File: config.mk
export PLATFORM = sky130hd
export DESIGN_NAME = sic_pair_gen
export DESIGN_NICKNAME = d
export VERILOG_FILES = /design/src/rtl/sic_pkg.sv /design/src/rtl/sic_walker.sv /design/src/rtl/sic_former.sv /design/src/rtl/sic_ctrl.sv /design/src/rtl/sic_pair_gen.sv
export SDC_FILE = /design/constraint.sdc
export NUM_CORES = 1
export LEC_CHECK = 0
export ABC_AREA = 0
export BUFFER_PORTS_ARGS = -buffer_cell sky130_fd_sc_hd__buf_2
export CORE_AREA = 2 2 53 75
export DETAILED_ROUTE_END_ITERATION = 10
export DIE_AREA = 0 0 55 77
export PLACE_DENSITY = 0.77
export SLEW_MARGIN = 20
export SYNTH_ARGS = -nofsm -noshare
export SYNTH_HDL_FRONTEND = slang
export SYNTH_SLANG_ARGS = --single-unit
File: constraint.sdc
create_clock -name clk -period 2.25 [get_ports clk]
set_input_delay 0.225 -clock clk [delete_from_list [all_inputs] [get_ports clk]]
set_output_delay 0.225 -clock clk [all_outputs]
set_load 0.005 [all_outputs]
File: src/rtl/sic_pkg.sv
package sic_pkg;

    typedef enum logic [1:0] {
        ST_IDLE  = 2'd0,
        ST_FETCH = 2'd1,
        ST_EMIT  = 2'd2
    } run_state_e;

    // First vector of a position flips the bit away, second brings it back.
    typedef enum logic {
        PH_AWAY = 1'b0,
        PH_BACK = 1'b1
    } phase_e;

    function automatic int unsigned idx_width(input int unsigned n);
        return (n > 1) ? $clog2(n) : 1;
    endfunction

endpackage

File: src/rtl/sic_walker.sv
module sic_walker
    import sic_pkg::*;
#(
    parameter int unsigned WIDTH = 8,
    localparam int unsigned IDX_W = idx_width(WIDTH)
) (
    input  logic             clk,
    input  logic             rst,
    input  logic             clear,
    input  logic             advance,
    output logic [IDX_W-1:0] pos,
    output phase_e           phase,
    output logic             last
);

    localparam logic [IDX_W-1:0] TOP_POS = IDX_W'(WIDTH - 1);

    assign last = (phase == PH_BACK) && (pos == TOP_POS);

    always_ff @(posedge clk) begin
        if (rst || clear) begin
            pos   <= '0;
            phase <= PH_AWAY;
        end else if (advance) begin
            if (phase == PH_AWAY) begin
                phase <= PH_BACK;
            end else begin
                phase <= PH_AWAY;
                pos   <= last ? '0 : pos + 1'b1;
            end
        end
    end

    // the position index never runs past the top input
    a_r3_pos_in_range: assert property (@(posedge clk) disable iff (rst)
        pos <= TOP_POS);

endmodule

File: src/rtl/sic_former.sv
module sic_former
    import sic_pkg::*;
#(
    parameter int unsigned WIDTH = 8,
    localparam int unsigned IDX_W = idx_width(WIDTH)
) (
    input  logic [WIDTH-1:0] basis,
    input  logic [IDX_W-1:0] pos,
    input  phase_e           phase,
    output logic [WIDTH-1:0] data,
    output logic             rise
);

    logic [WIDTH-1:0] flip_mask;

    for (genvar i = 0; i < WIDTH; i++) begin : g_mask
        assign flip_mask[i] = (phase == PH_AWAY) && (pos == IDX_W'(i));
    end

    assign data = basis ^ flip_mask;

    always_comb begin
        rise = basis[pos];
        if (phase == PH_AWAY) begin
            rise = ~basis[pos];
        end
    end

endmodule

File: src/rtl/sic_ctrl.sv
module sic_ctrl
    import sic_pkg::*;
#(
    parameter int unsigned CNT_W = 8
) (
    input  logic             clk,
    input  logic             rst,
    input  logic             start,
    input  logic [CNT_W-1:0] num_basis,
    input  logic             seed_valid,
    input  logic             last_fire,
    output run_state_e       state,
    output logic             seed_ready,
    output logic             load,
    output logic             emitting,
    output logic             done
);

    logic [CNT_W-1:0] target;
    logic [CNT_W-1:0] served;
    logic             final_basis;

    assign seed_ready  = (state == ST_FETCH);
    assign load        = seed_ready && seed_valid;
    assign emitting    = (state == ST_EMIT);
    assign final_basis = (served == target - 1'b1);

    always_ff @(posedge clk) begin
        if (rst) begin
            state  <= ST_IDLE;
            target <= '0;
            served <= '0;
            done   <= 1'b0;
        end else begin
            done <= 1'b0;
            unique case (state)
                ST_IDLE: begin
                    if (start) begin
                        if (num_basis == '0) begin
                            done <= 1'b1;
                        end else begin
                            target <= num_basis;
                            served <= '0;
                            state  <= ST_FETCH;
                        end
                    end
                end
                ST_FETCH: begin
                    if (seed_valid) begin
                        state <= ST_EMIT;
                    end
                end
                ST_EMIT: begin
                    if (last_fire) begin
                        if (final_basis) begin
                            done  <= 1'b1;
                            state <= ST_IDLE;
                        end else begin
                            served <= served + 1'b1;
                            state  <= ST_FETCH;
                        end
                    end
                end
                default: state <= ST_IDLE;
            endcase
        end
    end

    // done never lasts longer than one cycle
    a_r8_done_single: assert property (@(posedge clk) disable iff (rst)
        done |=> !done);

    // the end-of-run pulse leaves the block idle
    a_r8_done_idle: assert property (@(posedge clk) disable iff (rst)
        done |-> state == ST_IDLE);

endmodule

File: src/rtl/sic_pair_gen.sv
module sic_pair_gen
    import sic_pkg::*;
#(
    parameter int unsigned WIDTH = 8,
    parameter int unsigned CNT_W = 8,
    localparam int unsigned IDX_W = idx_width(WIDTH)
) (
    input  logic             clk,
    input  logic             rst,
    input  logic             start,
    input  logic [CNT_W-1:0] num_basis,
    input  logic             seed_valid,
    output logic             seed_ready,
    input  logic [WIDTH-1:0] seed_data,
    output logic             vec_valid,
    input  logic             vec_ready,
    output logic [WIDTH-1:0] vec_data,
    output logic [IDX_W-1:0] vec_bit,
    output logic             vec_rise,
    output logic             done
);

    run_state_e       state;
    logic             load;
    logic             emitting;
    logic             vec_fire;
    logic             last;
    logic [IDX_W-1:0] pos;
    phase_e           phase;
    logic [WIDTH-1:0] basis;

    assign vec_valid = emitting;
    assign vec_fire  = vec_valid && vec_ready;
    assign vec_bit   = pos;

    always_ff @(posedge clk) begin
        if (rst) begin
            basis <= '0;
        end else if (load) begin
            basis <= seed_data;
        end
    end

    sic_ctrl #(.CNT_W(CNT_W)) u_ctrl (
        .clk        (clk),
        .rst        (rst),
        .start      (start),
        .num_basis  (num_basis),
        .seed_valid (seed_valid),
        .last_fire  (vec_fire && last),
        .state      (state),
        .seed_ready (seed_ready),
        .load       (load),
        .emitting   (emitting),
        .done       (done)
    );

    sic_walker #(.WIDTH(WIDTH)) u_walker (
        .clk     (clk),
        .rst     (rst),
        .clear   (load),
        .advance (vec_fire),
        .pos     (pos),
        .phase   (phase),
        .last    (last)
    );

    sic_former #(.WIDTH(WIDTH)) u_former (
        .basis (basis),
        .pos   (pos),
        .phase (phase),
        .data  (vec_data),
        .rise  (vec_rise)
    );

    // neighbouring vectors of one basis differ in a single bit
    a_r4_one_bit_step: assert property (@(posedge clk) disable iff (rst)
        (vec_fire && !last) |=> $countones(vec_data ^ $past(vec_data)) == 1);

    // the return vector carries the opposite edge of the away vector
    a_r5_edge_pairs: assert property (@(posedge clk) disable iff (rst)
        (vec_fire && phase == PH_AWAY) |=> vec_rise != $past(vec_rise));

    // a stalled vector holds still
    a_r6_stall_hold: assert property (@(posedge clk) disable iff (rst)
        (vec_valid && !vec_ready) |=> vec_valid && $stable(vec_data)
            && $stable(vec_bit) && $stable(vec_rise));

    // fetch and emit never overlap
    a_r7_exclusive: assert property (@(posedge clk) disable iff (rst)
        !(seed_ready && vec_valid));

    // a new basis starts its walk at position 0
    a_r2_walk_start: assert property (@(posedge clk) disable iff (rst)
        load |=> vec_valid && vec_bit == '0);

endmodule

==> results of run 1 <==
metal layers:
layer	vias to the layer above	part of all wire (%)	GRT usage, %	wire length (microns)
met5	-	0	0	0
met4	0	4.7	13.9	203
li1	885	-	-	-
met2	62	53	38.6	2300
met1	812	38	22.5	1640
met3	19	4.8	4.86	209
flip-flops by register name, summed over array words and instances, names as in the netlist:
signal          count
u_ctrl.done         1
basis               8
u_walker.pos        3
u_ctrl.served       8
u_walker.phase      1
u_ctrl.target       8
u_ctrl.state        2
how the worst max path moves through the flow:
stage,start,to
floorplan,u_ctrl.target[0]$_SDFFE_PP0P_,u_ctrl.state[0]$_SDFFE_PP0P_
CTS,u_ctrl.target[1]$_SDFFE_PP0P_,u_ctrl.state[0]$_SDFFE_PP0P_
detailed placement,u_ctrl.target[1]$_SDFFE_PP0P_,u_ctrl.state[0]$_SDFFE_PP0P_
global placement,u_ctrl.target[1]$_SDFFE_PP0P_,u_ctrl.state[0]$_SDFFE_PP0P_
global route,u_ctrl.target[1]$_SDFFE_PP0P_,u_ctrl.state[0]$_SDFFE_PP0P_
finish,u_ctrl.target[1]$_SDFFE_PP0P_,u_ctrl.state[0]$_SDFFE_PP0P_
kinds of logic (layout without fill, tap and decap cells):
logic type,count (synthesis),after routing
fa+ha+maj,8,8
simple gates,104,104
buf+inv,15,61
flops,31,31
mux,17,17
xor+xnor,19,19
compound gates,34,34
final cells by class:
class	count	area [sq um]
flip-flops and latches	31	622
fillers	362	1280
clock buffers	6	82.6
repair buffers	47	265
clock inverters	2	35.0
well taps	42	52.6
multi-input cells	182	1210
inverters	6	22.5
stage by stage:
step | total power, mW | instance area, sq um | hold WS [ps]
2_1_floorplan | 0.752 | 1900 | 361
3_3_place_gp | 0.821 | 2180 | 469
3_5_place_dp | 0.826 | 2180 | 475
4_1_cts | 1.40 | 2290 | 170
5_1_grt | 1.44 | 2290 | 182
6_report | 1.39 | 2290 | 179
power groups by stage:
stage,combinational [mW],clock [mW],sequential [mW]
after global routing,0.246,0.602,0.594
after CTS,0.224,0.584,0.591
after detailed placement,0.223,0,0.603
after global placement,0.218,0,0.603
after floorplan,0.155,0,0.598
final,0.225,0.570,0.592
cells in the final DEF (no fill, tap or decap), types with 2 or more instances in the layout:
cell type	synthesis	routed
sky130_fd_sc_hd__xnor2_1	12	12
sky130_fd_sc_hd__or4_1	2	2
sky130_fd_sc_hd__ha_1	8	8
sky130_fd_sc_hd__o31a_1	2	2
sky130_fd_sc_hd__nand4_1	7	7
sky130_fd_sc_hd__a211oi_1	3	3
sky130_fd_sc_hd__a311oi_1	3	3
sky130_fd_sc_hd__mux2i_1	15	15
sky130_fd_sc_hd__inv_1	6	6
sky130_fd_sc_hd__a21oi_1	20	20
sky130_fd_sc_hd__dfxtp_1	31	30
sky130_fd_sc_hd__clkbuf_8	0	6
sky130_fd_sc_hd__nor2_1	20	20
sky130_fd_sc_hd__nor2b_1	7	7
sky130_fd_sc_hd__nand2b_1	6	6
sky130_fd_sc_hd__buf_4	0	12
sky130_fd_sc_hd__nor3_1	4	4
sky130_fd_sc_hd__mux4_2	2	2
sky130_fd_sc_hd__or3_1	6	6
sky130_fd_sc_hd__buf_2	3	35
sky130_fd_sc_hd__o21bai_1	2	2
sky130_fd_sc_hd__nand2_1	31	31
sky130_fd_sc_hd__nand3_1	12	12
sky130_fd_sc_hd__xor2_1	7	7
tightest hold or removal path: stages:
cell                      delay, ps
sky130_fd_sc_hd__buf_2           90
sky130_fd_sc_hd__a21oi_1         50
sky130_fd_sc_hd__nor2_1          70
==> results.md, run 1 <==
* Maximum number of pins on one net before global-route repair at 32
* HPWL after detailed placement at 3310 microns
* Async SR Flop Fraction at 0%
* Root buffer selected by CTS: sky130_fd_sc_hd__clkbuf_8
* Compound-Gate Fraction of Synth Area at 11.4%
* Total global routing track utilization at 22.3%
* Count of buffers added by post-CTS timing repair for setup at 0
* Leading post-synthesis cells by cell area: sky130_fd_sc_hd__dfxtp_1, sky130_fd_sc_hd__mux2i_1, sky130_fd_sc_hd__nand2_1, sky130_fd_sc_hd__xnor2_1, sky130_fd_sc_hd__a21oi_1
* Fin worst setup slack at 137 ps
* Skew final at 7.28 ps
* Wire length of the first global-routing pass at 6920 microns
* Cell family with the largest share of critical-path delay: compound AO/OA/AOI/OAI gates
* Worst reg-to-reg path cell count at 8
* Total routed wirelength at 4350 microns
* Fin nets at 302
* Max_slew headroom at 63.3%
* Slew at the pin with the worst max-slew slack at 549 ps
* Depth of the worst hold-timing path at 3
* Setup repair after global routing missed its margin: false
* Detail-routed via count per cell at 5.63
* Total count of hold-check failures in the final report at 0
* Detailed-route DRC error count at 0
* Post-Synth XOR/XNOR Area at 8.78%
* Worst path slowest cell: sky130_fd_sc_hd__nor4b_4
* Reg power frac at 42.7%
* Worst reg2reg setup slack at 140 ps
* Area overhead of the layout relative to synthesis at 21.1%
* Worst min-delay path startpoint: num_basis[0]
* Fraction of layout cells with a size suffix above 1 at 23.4%
* Basic-gate share of the synthesized area counting and, or, nand and nor cells at 28.4%
* Standard-cell rows at 26
* Total leakage power at 0.977 nW
* Initial core utilization at 53.0%
* Clock tree sinks at 31
* Number of slew-limit violations in the final report at 0
* CP Data Required Time at 2430 ps
* Die area at 4240 sq um
* Main combinational cell family by area after synthesis: simple AND/OR/NAND/NOR gates
* CP startpoint kind: flip-flop
* Worst setup slack after placement at 103 ps
* Chip height at 77 microns
* Cell area after synthesis at 1900 sq um
* Cell chain of the critical path: inv_1 -> ha_1 -> and2_4 -> o21a_1 -> o31a_1 -> nor4b_4 -> a21boi_2 -> o21ba_1
* Number of flops mapped to enable cells by yosys at 0
* Number of buffers inserted by hold repair at cts at 0
* Clock network fraction of total power at 41.1%
* Core Util, Final at 64.1%
* Setup TNS Final at 0 ps
* Switching power at 0.358 mW
* Iter 0 DRT Violations at 47
* Worst r2r dst: u_ctrl.state[0]$_SDFFE_PP0P_
* Pwr Density at 604 nW/um^2
* Max rail drop VDD at 607 uV
* Register bit count reported by yosys at 31
* Number of buffers inserted by port buffering at 35
* Proportion of synthesized chip area in sequential cells at 32.7%
* Post-cts resize count at 0
* Critical Path Stages at 8
* Adder-cell share of the synthesized area at 5.28%
* Mux contribution to synthesized area at 10.3%
* Clock Latency Late Sink at 290 ps
* Max Clock Freq at 0.473 GHz
* CTS Buf Count at 5
* Net count after synthesis at 257
* Post-synth top cells: sky130_fd_sc_hd__dfxtp_1, sky130_fd_sc_hd__nand2_1, sky130_fd_sc_hd__a21oi_1, sky130_fd_sc_hd__nor2_1, sky130_fd_sc_hd__mux2i_1
* Highest cell delay on the worst timing path at 390 ps
* Hold WC Path Type: input pin to flip-flop
* Arrival time at the worst endpoint at 2300 ps
* Number of buffer and inverter stages on the critical path at 1
* Number of nets with antenna violations after routing at 0
* Share of total power consumed by net switching at 25.9%
* Launch instance of the worst register-to-register path: u_ctrl.target[1]$_SDFFE_PP0P_
* GP Congestion at 0.817
* Unique masters post-synth at 37
* Mean instance size in the synthesized netlist at 8.31 sq um
* CTS tree: built
* Fraction of post-synthesis cell area in the top cell type by area at 32.7%
* Hold Path End: u_ctrl.target[0]$_SDFFE_PP0P_
* Count of vias placed by the detailed router at 1778
* Post-synthesis instance total at 228
* Die Width at 55 microns
* Post-detailed-route wirelength per cell at 13.8 microns
* Number of max-capacitance violations reported at 0
* Classification of the worst setup path: flip-flop to flip-flop
* Overflow after GRT at 0
* Tmin final at 2110 ps
* Router iterations before antenna repair at 4
* Number of standard cells in the final layout excluding fillers at 316
* Via count of the first global-routing pass at 1620
* Predominant post-synthesis flop cell: sky130_fd_sc_hd__dfxtp_1
* Result of the run: complete, no violations
* Clock-pin slew of the registers on the worst-case setup and hold paths at 70 ps
* Top-Level Pins at 36
* CP Capture Type: flip-flop
* Relative contribution of combinational cells to total power at 16.2%
* Count of endpoints failing setup in the final report at 0
* Number of antenna violations at the first check in global routing at 0
* Count of warnings emitted by yosys at 0
* Internal power at 1.03 mW
* Cells after DPL at 308
* Maximum level of the CTS H-tree at 2
* Maximum fanout along the worst path at 5
* Diodes inserted at 0
* Part of the cycle the worst path needs at 93.9%
* Worst-case clock buffer depth at 2
* Cell taking the most area after synthesis: sky130_fd_sc_hd__dfxtp_1
* Core area at 3580 sq um
Note: power is estimated with default switching activity, not from simulation.
==> inputs of run 2 (changes only) <==
- BUFFER_PORTS_ARGS: -buffer_cell sky130_fd_sc_hd__buf_2 -> -buffer_cell sky130_fd_sc_hd__clkbuf_2
==> results.md, run 2 (synthesis gave the netlist of run 1 again) <==
* Skew final at 5.55 ps (-1.73 ps)
* Launch instance of the worst register-to-register path: u_ctrl.target[1]$_SDFFE_PP0P_
* Result of the run: complete, no violations
* Detail-routed via count per cell at 5.66 (+0.54%)
* Pwr Density at 608 nW/um^2 (+0.60%)
* CP Data Required Time at 2430 ps (about the same)
* CP startpoint kind: flip-flop
* Highest cell delay on the worst timing path at 390 ps (about the same)
* Number of standard cells in the final layout excluding fillers at 315 (-0.32%)
* Die Width at 55 microns (unchanged)
* Setup repair after global routing missed its margin: false
* Clock network fraction of total power at 41.3% (+0.2 points)
* Router iterations before antenna repair at 4 (unchanged)
* CP Capture Type: flip-flop
* Fraction of layout cells with a size suffix above 1 at 23.1% (-0.28 points)
* Total routed wirelength at 4410 microns (+1.4%)
* Depth of the worst hold-timing path at 3 (unchanged)
* Commonest non-fill, non-tap cell in the layout: sky130_fd_sc_hd__clkbuf_2
* Internal power at 1.03 mW (about the same)
* Count of buffers added by post-CTS timing repair for setup at 0 (unchanged)
* Setup TNS Final at 0 ps (unchanged)
* Worst setup slack after placement at 114 ps (+10.5 ps)
* Standard-cell rows at 26 (unchanged)
* Classification of the worst setup path: flip-flop to flip-flop
* Number of fillers in the final layout at 327 (-9.7%)
* Final non-filler cell area at 2290 sq um (-0.33%)
* Largest registers: basis (8), u_ctrl.served (8), u_ctrl.target (8)
* HPWL after detailed placement at 3250 microns (-1.9%)
* Area overhead of the layout relative to synthesis at 20.7%
* Reg power frac at 42.7% (about the same)
* Number of buffers inserted by port buffering at 35 (unchanged)
* Number of nets with antenna violations after routing at 0 (unchanged)
* Post-detailed-route wirelength per cell at 14.0 microns (+1.7%)
* Max rail drop VDD at 588 uV (-3.1%)
* Total leakage power at 0.967 nW (-0.99%)
* Iter 0 DRT Violations at 47 (unchanged)
* Chip height at 77 microns (unchanged)
* Register Area at 622 sq um (unchanged)
* Wire length of the first global-routing pass at 7130 microns (+3.1%)
* Fin nets at 301 (-0.33%)
* Via count of the first global-routing pass at 1738 (+7.3%)
* Cells after DPL at 307 (-0.32%)
* Worst path slowest cell: sky130_fd_sc_hd__nor4b_4
* Detailed-route DRC error count at 0 (unchanged)
* Top-Level Pins at 36 (unchanged)
* Total global routing track utilization at 22.9% (+0.65 points)
* Diodes inserted at 0 (unchanged)
* Overflow after GRT at 0 (unchanged)
* Share of total power consumed by net switching at 26.1% (+0.25 points)
* Part of the cycle the worst path needs at 93.8% (-0.11 points)
* Worst min-delay path startpoint: seed_data[6]
* Area of combinational cells with multiple inputs at 1210 sq um (unchanged)
* Number of slew-limit violations in the final report at 0 (unchanged)
* Clock-pin slew of the registers on the worst-case setup and hold paths at 70 ps (about the same)
* Total count of hold-check failures in the final report at 0 (unchanged)
* Commonest cells after routing, fill and taps aside: sky130_fd_sc_hd__clkbuf_2, sky130_fd_sc_hd__nand2_1, sky130_fd_sc_hd__dfxtp_1, sky130_fd_sc_hd__nor2_1, sky130_fd_sc_hd__a21oi_1
* Clock Latency Late Sink at 290 ps (about the same)
* GP Congestion at 0.820 (+0.32%)
* Core area at 3580 sq um (unchanged)
* Tmin final at 2110 ps (-2.43 ps)
* Worst r2r dst: u_ctrl.state[0]$_SDFFE_PP0P_
* Max_slew headroom at 60.7% (-2.6 points)
* CTS Buf Count at 5 (unchanged)
* Tightest hold margin at 164 ps (-15.1 ps)
* Count of vias placed by the detailed router at 1782 (+0.22%)
* Slew at the pin with the worst max-slew slack at 589 ps (+40.3 ps)
* Worst reg2reg setup slack at 140 ps (about the same)
* Die area at 4240 sq um (unchanged)
* Cell chain of the critical path: inv_1 -> ha_1 -> and2_4 -> o21a_1 -> o31a_1 -> nor4b_4 -> a21boi_2 -> o21ba_1
* Maximum number of pins on one net before global-route repair at 32 (unchanged)
* Worst-case clock buffer depth at 2 (unchanged)
* Maximum level of the CTS H-tree at 2 (unchanged)
* Clock tree sinks at 31 (unchanged)
* Hold Path End: basis[6]$_SDFFE_PP0P_
* Number of max-capacitance violations reported at 0 (unchanged)
* Hold WC Path Type: input pin to flip-flop
* Placed inst area at 2170 sq um (-0.35%)
* Number of antenna violations at the first check in global routing at 0 (unchanged)
* Number of buffer and inverter stages on the critical path at 1 (unchanged)
* Count of endpoints failing setup in the final report at 0 (unchanged)
* Max Clock Freq at 0.474 GHz (+0.12%)
* Initial core utilization at 53.0% (unchanged)
* Fin worst setup slack at 140 ps (+2.43 ps)
* Maximum fanout along the worst path at 5 (unchanged)
* Arrival time at the worst endpoint at 2290 ps (about the same)
* Root buffer selected by CTS: sky130_fd_sc_hd__clkbuf_8
* Relative contribution of combinational cells to total power at 16.0% (-0.2 points)
* CTS tree: built
* Worst reg-to-reg path cell count at 8 (unchanged)
* Switching power at 0.363 mW (+1.2%)
* Cell family with the largest share of critical-path delay: compound AO/OA/AOI/OAI gates
run 2: cell count changes in the layout (fill, tap and decap cells not counted), sizes merged:
cell    previous run  this run
clkbuf             6        41
buf               47        11
run 2: power groups by stage:
| stage | combinational [mW] | sequential, mW | clock [mW] |
|---|---|---|---|
| after floorplan | 0.155 | 0.598 | 0 |
| after global placement | 0.217 | 0.604 | 0 |
| after detailed placement | 0.220 | 0.605 | 0 |
| after CTS | 0.222 | 0.593 | 0.584 |
| after global routing | 0.247 | 0.595 | 0.605 |
| final | 0.222 | 0.594 | 0.574 |
run 2: what timing repair did:
item	4_1_cts	5_1_grt
gates resized for setup	0	1
hold buffers	0	0
setup endpoints to repair	0	9
run 2: through the flow:
step                      total power [mW]  utilization [%]
after detailed placement             0.825             60.6
after floorplan                      0.752                -
after CTS                             1.40             63.9
final                                 1.39             63.9
after global placement               0.821             60.6
after global routing                  1.45             63.9
run 2: how the worst max path moves through the flow:
| stage | startpoint | end | slack (ps) | cells past startpoint |
|---|---|---|---|---|
| floorplan | u_ctrl.target[0]$_SDFFE_PP0P_ | u_ctrl.state[0]$_SDFFE_PP0P_ | 150 | 8 |
| global placement | u_ctrl.target[1]$_SDFFE_PP0P_ | u_ctrl.state[0]$_SDFFE_PP0P_ | 180 | 8 |
| detailed placement | u_ctrl.target[1]$_SDFFE_PP0P_ | u_ctrl.state[0]$_SDFFE_PP0P_ | 110 | 8 |
| CTS | u_ctrl.target[1]$_SDFFE_PP0P_ | u_ctrl.state[0]$_SDFFE_PP0P_ | 50 | 8 |
| global route | u_ctrl.target[1]$_SDFFE_PP0P_ | u_ctrl.served[5]$_SDFFE_PP0P_ | 40 | 8 |
| finish | u_ctrl.target[1]$_SDFFE_PP0P_ | u_ctrl.state[0]$_SDFFE_PP0P_ | 140 | 8 |
run 2: layer usage:
metal  routed length, microns  global-route usage, %  vias up
li1                         -                      -      884
met1                     1780                   23.7      836
met2                     2300                   39.0       44
met3                      138                   5.25       18
met4                      193                   14.4        0
met5                        0                      0        -
run 2: cell type report:
cell class                      count  area share, %
Timing Repair Buffer               46           11.3
Multi-Input combinational cell    182           53.1
Clock inverter                      2           1.53
Tap cell                           42           2.30
Clock buffer                        6           3.61
Inverter                            6          0.985
Sequential cell                    31           27.2
run 2: worst reg2reg max path: stages (launching register included):
cell and delay (ps):
sky130_fd_sc_hd__dfxtp_2 370, sky130_fd_sc_hd__inv_1 70, sky130_fd_sc_hd__ha_1 210, sky130_fd_sc_hd__and2_4 170, sky130_fd_sc_hd__o21a_1 170, sky130_fd_sc_hd__o31a_1 290, sky130_fd_sc_hd__nor4b_4 390, sky130_fd_sc_hd__a21boi_2 140
sky130_fd_sc_hd__o21ba_1 190
==> inputs of run 3 (changes only) <==
- MAX_ROUTING_LAYER: default -> met4
==> results.md, run 3 (synthesis gave the netlist of run 1 again) <==
* Result of the run: complete, no violations
* Hold WC Path Type: input pin to flip-flop
* Core area at 3580 sq um (unchanged)
* Overflow after GRT at 0 (unchanged)
* Number of antenna violations at the first check in global routing at 0 (unchanged)
* Arrival time at the worst endpoint at 2290 ps (about the same)
* Worst r2r dst: u_ctrl.state[0]$_SDFFE_PP0P_
* Worst setup slack after placement at 114 ps (unchanged)
* Clock network fraction of total power at 41.3% (about the same)
* Clock-pin slew of the registers on the worst-case setup and hold paths at 70 ps (about the same)
* Hold Path End: basis[6]$_SDFFE_PP0P_
* Post-cts resize count at 0 (unchanged)
* Post-detailed-route wirelength per cell at 14.0 microns (unchanged)
* Final non-filler cell area at 2290 sq um (unchanged)
* Number of buffers inserted by port buffering at 35 (unchanged)
* Fin nets at 301 (unchanged)
* Placed inst area at 2170 sq um (unchanged)
* Router iterations before antenna repair at 4 (unchanged)
* Fraction of layout cells with a size suffix above 1 at 23.1% (unchanged)
* Internal power at 1.03 mW (unchanged)
* Total routed wirelength at 4410 microns (unchanged)
* Total power draw at 1.39 mW (about the same)
* Launch instance of the worst register-to-register path: u_ctrl.target[1]$_SDFFE_PP0P_
* Share of total power consumed by net switching at 26.1% (+0.037 points)
* Worst reg2reg setup slack at 140 ps (about the same)
* CP Data Required Time at 2430 ps (about the same)
* Max rail drop VDD at 588 uV (about the same)
* Count of endpoints failing setup in the final report at 0 (unchanged)
* Diodes inserted at 0 (unchanged)
* Root buffer selected by CTS: sky130_fd_sc_hd__clkbuf_8
* Tmin final at 2110 ps (+0.124 ps)
* Die area at 4240 sq um (unchanged)
* Number of fillers in the final layout at 327 (unchanged)
* Commonest non-fill, non-tap cell in the layout: sky130_fd_sc_hd__clkbuf_2
* GP Congestion at 0.832 (+1.5%)
* Switching power at 0.364 mW (+0.19%)
* Largest registers: basis (8), u_ctrl.served (8), u_ctrl.target (8)
* Clock tree sinks at 31 (unchanged)
* HPWL after detailed placement at 3250 microns (unchanged)
* Slew at the pin with the worst max-slew slack at 587 ps (-2.23 ps)
* Part of the cycle the worst path needs at 93.8% (about the same)
* Maximum level of the CTS H-tree at 2 (unchanged)
* Top-Level Pins at 36 (unchanged)
* Worst reg-to-reg path cell count at 8 (unchanged)
* Detail-routed via count per cell at 5.66 (+0.11%)
* Count of vias placed by the detailed router at 1784 (+0.11%)
* CTS Buf Count at 5 (unchanged)
* Worst-case clock buffer depth at 2 (unchanged)
* Detailed-route DRC error count at 0 (unchanged)
* Worst min-delay path startpoint: seed_data[6]
* Max Clock Freq at 0.474 GHz (about the same)
* Maximum number of pins on one net before global-route repair at 32 (unchanged)
* Maximum fanout along the worst path at 5 (unchanged)
* Max_slew headroom at 60.9% (+0.15 points)
* Die Width at 55 microns (unchanged)
* Relative contribution of combinational cells to total power at 16.0% (about the same)
* Number of max-capacitance violations reported at 0 (unchanged)
* Number of slew-limit violations in the final report at 0 (unchanged)
* Via count of the first global-routing pass at 1738 (unchanged)
* Reg power frac at 42.7% (about the same)
* Commonest cells after routing, fill and taps aside: sky130_fd_sc_hd__clkbuf_2, sky130_fd_sc_hd__nand2_1, sky130_fd_sc_hd__dfxtp_1, sky130_fd_sc_hd__nor2_1, sky130_fd_sc_hd__a21oi_1
* Total count of hold-check failures in the final report at 0 (unchanged)
* Setup TNS Final at 0 ps (unchanged)
* Clock Latency Late Sink at 290 ps (about the same)
* CP startpoint kind: flip-flop
* Fin worst setup slack at 140 ps (-0.124 ps)
* Standard-cell rows at 26 (unchanged)
* Wire length of the first global-routing pass at 7140 microns (about the same)
* Classification of the worst setup path: flip-flop to flip-flop
* Setup repair after global routing missed its margin: false
* Tightest hold margin at 162 ps (-1.52 ps)
* Cells after DPL at 307 (unchanged)
* Number of standard cells in the final layout excluding fillers at 315 (unchanged)
* Area overhead of the layout relative to synthesis at 20.7% (unchanged)
* Total global routing track utilization at 23.5% (+0.59 points)
* Pwr Density at 608 nW/um^2 (about the same)
* Number of nets with antenna violations after routing at 0 (unchanged)
* Initial core utilization at 53.0% (unchanged)
* CP Capture Type: flip-flop
* Count of buffers added by post-CTS timing repair for setup at 0 (unchanged)
* CTS tree: built
* Depth of the worst hold-timing path at 3 (unchanged)
* Skew final at 5.50 ps (-0.0451 ps)
* Iter 0 DRT Violations at 39 (-17%)
* Number of buffers inserted by hold repair at cts at 0 (unchanged)
* Chip height at 77 microns (unchanged)
* Core Util, Final at 63.9% (unchanged)
* Total leakage power at 0.967 nW (unchanged)
-- run 3: cell counts in the layout (fill, tap and decap cells not counted) --
No cell type changed its count.
-- run 3: worst max-delay path by stage --
| stage | from | endpoint | slack (ps) | cells after the start |
|---|---|---|---|---|
| after detailed placement | u_ctrl.target[1]$_SDFFE_PP0P_ | u_ctrl.state[0]$_SDFFE_PP0P_ | 110 | 8 |
| after CTS | u_ctrl.target[1]$_SDFFE_PP0P_ | u_ctrl.state[0]$_SDFFE_PP0P_ | 50 | 8 |
| after global routing | u_ctrl.target[1]$_SDFFE_PP0P_ | u_ctrl.served[5]$_SDFFE_PP0P_ | 40 | 8 |
| after floorplan | u_ctrl.target[0]$_SDFFE_PP0P_ | u_ctrl.state[0]$_SDFFE_PP0P_ | 150 | 8 |
| final | u_ctrl.target[1]$_SDFFE_PP0P_ | u_ctrl.state[0]$_SDFFE_PP0P_ | 140 | 8 |
| after global placement | u_ctrl.target[1]$_SDFFE_PP0P_ | u_ctrl.state[0]$_SDFFE_PP0P_ | 180 | 8 |
-- run 3: per-layer routing --
metal	vias up	global-route usage, %	part of all wire (%)
met3	18	5.25	3.2
met4	0	14.4	4.4
met5	-	-	0
met1	838	23.7	40
met2	44	39.0	52
li1	884	-	-
-- run 3: worst max-delay path: stages (launching register included) --
cell and delay, ps:
sky130_fd_sc_hd__dfxtp_2 370, sky130_fd_sc_hd__inv_1 70, sky130_fd_sc_hd__ha_1 210, sky130_fd_sc_hd__and2_4 170, sky130_fd_sc_hd__o21a_1 170, sky130_fd_sc_hd__o31a_1 290
sky130_fd_sc_hd__nor4b_4 390, sky130_fd_sc_hd__a21boi_2 140, sky130_fd_sc_hd__o21ba_1 190
-- run 3: power groups by stage --
stage / clock, mW / combinational, mW / sequential [mW]
after floorplan: 0 / 0.155 / 0.598
after global placement: 0 / 0.217 / 0.604
after detailed placement: 0 / 0.220 / 0.605
after CTS: 0.584 / 0.222 / 0.593
after global routing: 0.605 / 0.247 / 0.595
final: 0.575 / 0.222 / 0.594
-- run 3: layout make-up --
| class | instances | area (sq um) | area share (%) |
|---|---|---|---|
| multi-input combinational | 182 | 1210 | 53.1 |
| tap | 42 | 52.6 | 2.30 |
| sequential | 31 | 622 | 27.2 |
| timing repair buffer | 46 | 258 | 11.3 |
| clock inverter | 2 | 35.0 | 1.53 |
| inverter | 6 | 22.5 | 0.985 |
| clock buffer | 6 | 82.6 | 3.61 |
